`src/rtl/shr_pkg.sv`:
```
package shr_pkg;
  typedef struct packed {
    logic carry;
    logic sticky;
    logic zero;
    logic neg;
  } shr_flags_t;
endpackage

```
`src/rtl/shr_cnt_decode.sv`:
```
module shr_cnt_decode #(
  parameter int CNT_BYTE_W = 8,
  parameter int DATA_W     = 32,
  parameter int IMM_W      = 4,
  localparam int CNT_W     = $clog2(DATA_W)
) (
  input  logic [CNT_BYTE_W-1:0] cnt_byte_i,
  input  logic [DATA_W-1:0]     reg_val_i,
  output logic [CNT_W-1:0]      cnt_o
);
  logic             is_imm;
  logic [CNT_W-1:0] imm_cnt;

  assign is_imm = (cnt_byte_i[CNT_BYTE_W-1:IMM_W] == '0);

  generate
    if (CNT_W > IMM_W) begin : g_imm_ext
      assign imm_cnt = {{(CNT_W-IMM_W){1'b0}}, cnt_byte_i[IMM_W-1:0]};
    end else begin : g_imm_trunc
      assign imm_cnt = cnt_byte_i[CNT_W-1:0];
    end
  endgenerate

  // register path keeps only the low count bits
  assign cnt_o = is_imm ? imm_cnt : reg_val_i[CNT_W-1:0];

  logic unused_hi;
  assign unused_hi = ^reg_val_i[DATA_W-1:CNT_W];
endmodule

```
`src/rtl/shr_core.sv`:
```
module shr_core #(
  parameter int DATA_W = 32,
  localparam int CNT_W = $clog2(DATA_W)
) (
  input  logic              clk_i,
  input  logic              rst_ni,
  input  logic              load_i,
  input  logic [DATA_W-1:0] data_i,
  input  logic [CNT_W-1:0]  cnt_i,
  output logic [DATA_W-1:0] data_o,
  output logic              carry_o,
  output logic              sticky_o,
  output logic              busy_o,
  output logic              done_o
);
  logic [DATA_W-1:0] data_q;
  logic [CNT_W-1:0]  rem_q;
  logic              carry_q, sticky_q, done_q;

  assign busy_o = (rem_q != '0);

  always_ff @(posedge clk_i or negedge rst_ni) begin
    if (!rst_ni) begin
      data_q   <= '0;
      rem_q    <= '0;
      carry_q  <= 1'b0;
      sticky_q <= 1'b0;
      done_q   <= 1'b0;
    end else if (load_i) begin
      data_q   <= data_i;
      rem_q    <= cnt_i;
      carry_q  <= 1'b0;
      sticky_q <= 1'b0;
      done_q   <= (cnt_i == '0);
    end else if (busy_o) begin
      data_q   <= {1'b0, data_q[DATA_W-1:1]};
      carry_q  <= data_q[0];
      // a 1 already in carry is lost by this further step
      sticky_q <= sticky_q | carry_q;
      rem_q    <= rem_q - 1'b1;
      done_q   <= (rem_q == CNT_W'(1));
    end else begin
      done_q   <= 1'b0;
    end
  end

  assign data_o   = data_q;
  assign carry_o  = carry_q;
  assign sticky_o = sticky_q;
  assign done_o   = done_q;
endmodule

```
`src/rtl/shr_flags.sv`:
```
module shr_flags
  import shr_pkg::*;
#(
  parameter int DATA_W = 32
) (
  input  logic [DATA_W-1:0] result_i,
  input  logic              carry_i,
  input  logic              sticky_i,
  output shr_flags_t        flags_o
);
  always_comb begin
    flags_o.carry  = carry_i;
    flags_o.sticky = sticky_i;
    flags_o.zero   = (result_i == '0);
    flags_o.neg    = 1'b0;
  end
endmodule

```
`src/rtl/shr32_iter.sv`:
```
module shr32_iter
  import shr_pkg::*;
#(
  parameter int DATA_W     = 32,
  parameter int CNT_BYTE_W = 8,
  parameter int IMM_W      = 4,
  localparam int CNT_W     = $clog2(DATA_W)
) (
  input  logic                  clk_i,
  input  logic                  rst_ni,
  input  logic                  start_i,
  input  logic [DATA_W-1:0]     operand_i,
  input  logic [CNT_BYTE_W-1:0] cnt_byte_i,
  input  logic [DATA_W-1:0]     reg_val_i,
  output logic [DATA_W-1:0]     result_o,
  output logic                  carry_o,
  output logic                  sticky_o,
  output logic                  zero_o,
  output logic                  neg_o,
  output logic                  busy_o,
  output logic                  done_o
);
  logic [CNT_W-1:0]  cnt_w;
  logic [DATA_W-1:0] data_w;
  logic              carry_w, sticky_w, busy_w, done_w, load_w;
  shr_flags_t        flags_w;

  assign load_w = start_i & ~busy_w;

  shr_cnt_decode #(
    .CNT_BYTE_W (CNT_BYTE_W),
    .DATA_W     (DATA_W),
    .IMM_W      (IMM_W)
  ) u_dec (
    .cnt_byte_i (cnt_byte_i),
    .reg_val_i  (reg_val_i),
    .cnt_o      (cnt_w)
  );

  shr_core #(
    .DATA_W (DATA_W)
  ) u_core (
    .clk_i    (clk_i),
    .rst_ni   (rst_ni),
    .load_i   (load_w),
    .data_i   (operand_i),
    .cnt_i    (cnt_w),
    .data_o   (data_w),
    .carry_o  (carry_w),
    .sticky_o (sticky_w),
    .busy_o   (busy_w),
    .done_o   (done_w)
  );

  shr_flags #(
    .DATA_W (DATA_W)
  ) u_flags (
    .result_i (data_w),
    .carry_i  (carry_w),
    .sticky_i (sticky_w),
    .flags_o  (flags_w)
  );

  assign result_o = data_w;
  assign carry_o  = flags_w.carry;
  assign sticky_o = flags_w.sticky;
  assign zero_o   = flags_w.zero;
  assign neg_o    = flags_w.neg;
  assign busy_o   = busy_w;
  assign done_o   = done_w;
endmodule

```
`config.mk`:
```
export PLATFORM = sky130hd
export DESIGN_NAME = shr32_iter
export DESIGN_NICKNAME = d
export VERILOG_FILES = /design/src/rtl/shr_pkg.sv /design/src/rtl/shr_cnt_decode.sv /design/src/rtl/shr_core.sv /design/src/rtl/shr_flags.sv /design/src/rtl/shr32_iter.sv
export SDC_FILE = /design/constraint.sdc
export NUM_CORES = 1
export LEC_CHECK = 0
export ABC_CLOCK_PERIOD_IN_PS = 2730
export BUFFER_PORTS_ARGS = -buffer_cell sky130_fd_sc_hd__buf_2
export CAP_MARGIN = 10
export CORE_ASPECT_RATIO = 1.1
export CORE_UTILIZATION = 35
export DETAILED_ROUTE_END_ITERATION = 16
export HOLD_SLACK_MARGIN = 0.03
export PLACE_DENSITY = 0.65
export SYNTH_ARGS = -nofsm -noshare
export SYNTH_HDL_FRONTEND = slang
export SYNTH_HIERARCHICAL = 1
export SYNTH_SLANG_ARGS = --single-unit
```
`constraint.sdc`:
```
create_clock -name clk_i -period 2.73 [get_ports clk_i]
set_input_delay 0.4095 -clock clk_i [delete_from_list [all_inputs] [get_ports clk_i]]
set_output_delay 0.4095 -clock clk_i [all_outputs]
set_load 0.01 [all_outputs]
```
* Yosys cells after proc, flatten, opt, wreduce, memory -nomap -nowiden
Cells that the tools add are included.
** Storage, ports and cells
- Memory bits (read-only) :: 0
- Bits in writable memories :: 0
- Output and inout bits :: 38
- Register bits after elaboration :: 40
- Memories kept :: 0
- Bits of input ports :: 75
- Word-level logic and storage cells :: 26
- Latch bits :: 0
** Operators by class
- $mul :: 0
- Divide/modulo/power cells :: 0
- Shift operators :: 0
- Bitwise operators :: 3
- Equal/unequal tests :: 1
- Mux-type cells :: 11
- Reduce and logical (&&, ||, !) cells :: 5
- Add/subtract/negate cells :: 1
- Order comparisons :: 0
** Operator list (number)
- $mux W32 :: 2
- $logic_not A32 Y1 :: 1
- $mux W5 :: 3
- $mux W1 :: 6
- $eq A5 B1 Y1 const B :: 1
- $logic_not A5 Y1 :: 1
- $reduce_bool A5 Y1 :: 1
- $sub A5 B1 Y5 const B :: 1
- $logic_not A4 Y1 :: 1
- $reduce_bool A2 Y1 :: 1
- $and A1 B1 Y1 :: 1
- $not A1 Y1 :: 1
- $or A1 B1 Y1 :: 1

* Depth between registers and ports, before layout
- Word-level depth :: 4
- Depth in mapped cells :: 10

* Cells and area by module
Netlist, hierarchy kept.
** Modules (own cells, without submodules)
- shr_core :: cells an instance 180, instances 1, area an instance 1896.8 um^2
- shr_flags :: cells an instance 15, instances 1, area an instance 98.8 um^2
- shr_cnt_decode :: cells an instance 6, instances 1, area an instance 75.1 um^2
- shr32_iter :: cells an instance 1, instances 1, area an instance 13.8 um^2

* Least setup slack after synthesis
OpenSTA, ideal clock, no wires.
- Path type :: flip-flop to flip-flop
- From :: register u_core.rem_q[0]
- To :: register u_core.rem_q[2]
- Stages on the path, launching flop included :: 11
- Path buffers :: 3
- Slack :: 0.643 ns
- Arrival time :: 1.991 ns
- Setup time :: 0.095 ns
- Path through :: dfrtp_1 inv_1 ha_1 nor4b_2 buf_6 inv_2 nor2b_4 clkbuf_1 buf_1 nand2_1 o31ai_1
** Between the ends
- Cells in the longest elaborated chain, start to end :: 4
- Elaborated cells on any way between the ends :: 7
** RTL lines
- from (decl) :: line shr_core.sv:17 : logic [CNT_W-1:0] rem_q;
- from (signal assigned) :: line shr_core.sv:31 : rem_q <= cnt_i;
- from (signal assigned) :: line shr_core.sv:40 : rem_q <= rem_q - 1'b1;
- $reduce_bool A5 Y1 * :: line shr_core.sv:20 : assign busy_o = (rem_q != '0);
- net busy_o :: line shr32_iter.sv:20 : output logic busy_o,
- $not A1 Y1 * :: line shr32_iter.sv:28 : assign load_w = start_i & ~busy_w;
- $and A1 B1 Y1 * :: line shr32_iter.sv:28
- net load_w :: line shr32_iter.sv:25 : logic carry_w, sticky_w, busy_w, done_w, load_w;
- $mux W5 or $reduce_bool A2 Y1 (tied branches)
The timed path passes the listed nets; every way through them passes the cells marked *. The select of a mux whose other input is x is not followed.
A chain may end at the register's enable or synchronous reset.

* Worst setup path in the final report
- From :: register u_core.rem_q[0]
- To :: register u_core.data_q[10], in the netlist u_core/data_o[10]
** Between the ends
- Cells in the longest elaborated chain, start to end :: 4
- Elaborated cells on any way between the ends :: 5
** RTL lines
- $reduce_bool A5 Y1 * :: line shr_core.sv:20
- $not A1 Y1 * :: line shr32_iter.sv:28
- $and A1 B1 Y1 * :: line shr32_iter.sv:28
- net load_w :: line shr32_iter.sv:25
- $mux W32 or $reduce_bool A2 Y1 (tied branches)
- to (signal assigned) :: line shr_core.sv:30 : data_q <= data_i;
- to (signal assigned) :: line shr_core.sv:36 : data_q <= {1'b0, data_q[DATA_W-1:1]};
- to (decl) :: line shr_core.sv:16 : logic [DATA_W-1:0] data_q;
The timed path passes the listed nets; every way through them passes the cells marked *.

==> results.toml <==
[timing]
hold_violations = 0
max_slew_margin = 0.404
fmax_mhz = 467
min_period_over_period = 0.784
rsz0062_at_grt = "false"
tightest_slew_ns = 0.894
slew_viol_final = 0
fin_skew_ns = 0.0134
tns_ns = 0
setup_ws_ns = 0.589
post-route-min-period_ns = 2.14
finalSetupViolCount = 0

[pwr]
ir_worst_vdd_mv = 0.308
leakagePower_nw = 1.23
power.density_nw_per_um2 = 987

[cells_and_area]
fin_nets = 358
layoutNonFillerInstCount = 359
area_growth_pct = 27.0
finish.utilization = 0.459
drive_gt1_frac = 0.383
n_antenna_cell = 0

[drt]
vias = 1744
viasPerCell = 4.86
drt_wl_total_mm = 4.73
routedWlPerCell_um = 13.2
drtIter0Drc = 79
antenna_left = 0
drt_pass1_iterations = 9
drcViolationCount = 0

[cts]
h-tree-depth = 2
root_buffer = "clkbuf_8"
cts_buffers = 5
clockBufferDepth = 2
hold_buffers = 0
cts_tree = "yes"
cts.sinks = 40
clk_latency_ns = 0.29
postCtsResizedCells = 0
clk_pin_slew_ns = 0.09
post_cts_buffers = 0

[outcome]
status = "finished clean"

[place]
dp_hpwl_mm = 3.31
dp_cells = 351
port_buffers = 84
preCtsSetupSlack_ns = 0.601
gp_congestion = 0.717

[grt]
grt_use_total = 0.161
grt_pass1_wl_mm = 7.83
grt_max_degree = 41
grt_pass1_vias = 1644
antenna_found_initial = 0
overflow = 0

[worst_setup_path]
r2r_start = "u_core/rem_q[0]"
cp.required_ns = 2.89
r2r_setup_slack_ns = 0.59
worstSetupEndpointType = "flop"
start_kind = "flop"
crit_path_start = "u_core/rem_q[0]"
cp_data_arrival_time_ns = 2.30
crit_fanout = 25
reg2reg_to = "u_core/data_o[10]"
critPathCapture = "u_core/data_o[10]"
criticalPathCategory = "reg2reg"
r2r_cells = 7

[logic_synthesis]
synth.top_cell.area_share = 0.480
syn_area_per_cell_um2 = 10.3
netlist_instances = 202
synth.largest_area_cell = "dfrtp_1"
netlist-cell-type-count = 29
yosys_warnings = 6
synth_nets = 279
ys_seq_elements = 40
synth-edff-count = 0
ys_async_sr_fraction = 1.00
synthFlopType = "dfrtp_1"
synth_area_leaders = "dfrtp_1 (48%), mux2i_1 (15%), nand2_1 (7.2%)"
synth_commonest_cells = "dfrtp_1 (40), nand2_1 (40), mux2i_1 (32), o21ai_1 (23), nor4_1 (9)"
synth_area_um2 = 2080
ys_seq_area_frac = 0.480

[die]
row_count = 29
die_w_um = 75.6
fp.dieH_um = 82.9
fp.coreArea_um2 = 5770
die_area_um2 = 6270
io_pins = 113
start_util = 0.361

[worst_hold_path]
hold_class = "in2async"

[flow_run]
cap_viol_max_count = 0
## cells by family after synthesis
family	count (synthesis)	synth area share
simple gates	61	0.152
flops	40	0.480
compound gates	39	0.103
mux	37	0.181
buf+inv	19	0.0576
xor+xnor	3	0.0126
fa+ha+maj	2	0.0120
other cells	1	0.00180
## routing by layer
metal | GRT usage | vias to the layer above | wire [um] | share of wire
met3 | 0.0376 | 0 | 263 | 0.056
li1 | - | 864 | - | -
met2 | 0.248 | 55 | 2280 | 0.48
met4 | 0.0539 | 0 | 0 | 0
met1 | 0.220 | 825 | 2180 | 0.46
met5 | 0 | - | 0 | 0
## area by class of cell
class,count,area (um^2)
fill,575,3120
tap,77,96.3
inverter,4,15.0
multi-input combinational,143,972
clock buffer,6,72.6
clock inverter,2,35.0
timing repair buffer,87,455
sequential,40,1000
## layout by cell type, fill, tap and decap left out, drive strengths merged
master,n
a21oi,2
and2b,1
buf,87
bufinv,1
clkbuf,6
clkinv,1
conb,1
dfrtp,40
ha,2
inv,4
mux2,5
mux2i,32
nand2,40
nand3b,2
nand4,2
nor2,2
nor2b,1
nor3,1
nor4,11
nor4b,1
o21ai,34
o31ai,3
xnor2,3
## critical path, stage by stage, from the launching register on
cell and delay (ns):
dfrtp_1 0.41, inv_1 0.10, ha_1 0.24, nor4b_4 0.25, inv_2 0.16, nor2b_4 0.37, buf_4 0.33, o21ai_0 0.13
## report_power, final
part | internal [mW] | total [mW] | switching (mW)
combinational | 0.507 | 1.06 | 0.552
sequential | 0.823 | 1.07 | 0.250
clock | 0.272 | 0.480 | 0.209
## state kept, by name, indices dropped and copies added (netlist names)
register	flops
u_core/sticky_o	1
u_core/rem_q	5
u_core/carry_o	1
u_core/done_o	1
u_core/data_o	32
## worst min-delay path by stage
stage                                    to  slack (ns)  cells past startpoint
after floorplan              u_core/carry_o        0.11                      0
after global placement      u_core/sticky_o        0.47                      2
after detailed placement    u_core/sticky_o        0.49                      2
after CTS                 u_core/data_o[27]        0.26                      1
after global routing       u_core/data_o[2]        0.31                      1
final                     u_core/data_o[27]        0.24                      1
## per-stage QoR
step	hold slack [ns]	area, um^2	total power [mW]
after floorplan	0.114	2080	1.78
after global placement	0.473	2540	2.12
after detailed placement	0.490	2540	2.16
after CTS	0.265	2650	2.64
after global routing	0.311	2650	2.82
final	0.236	2650	2.61
Note: power is estimated with default switching activity, not from simulation.
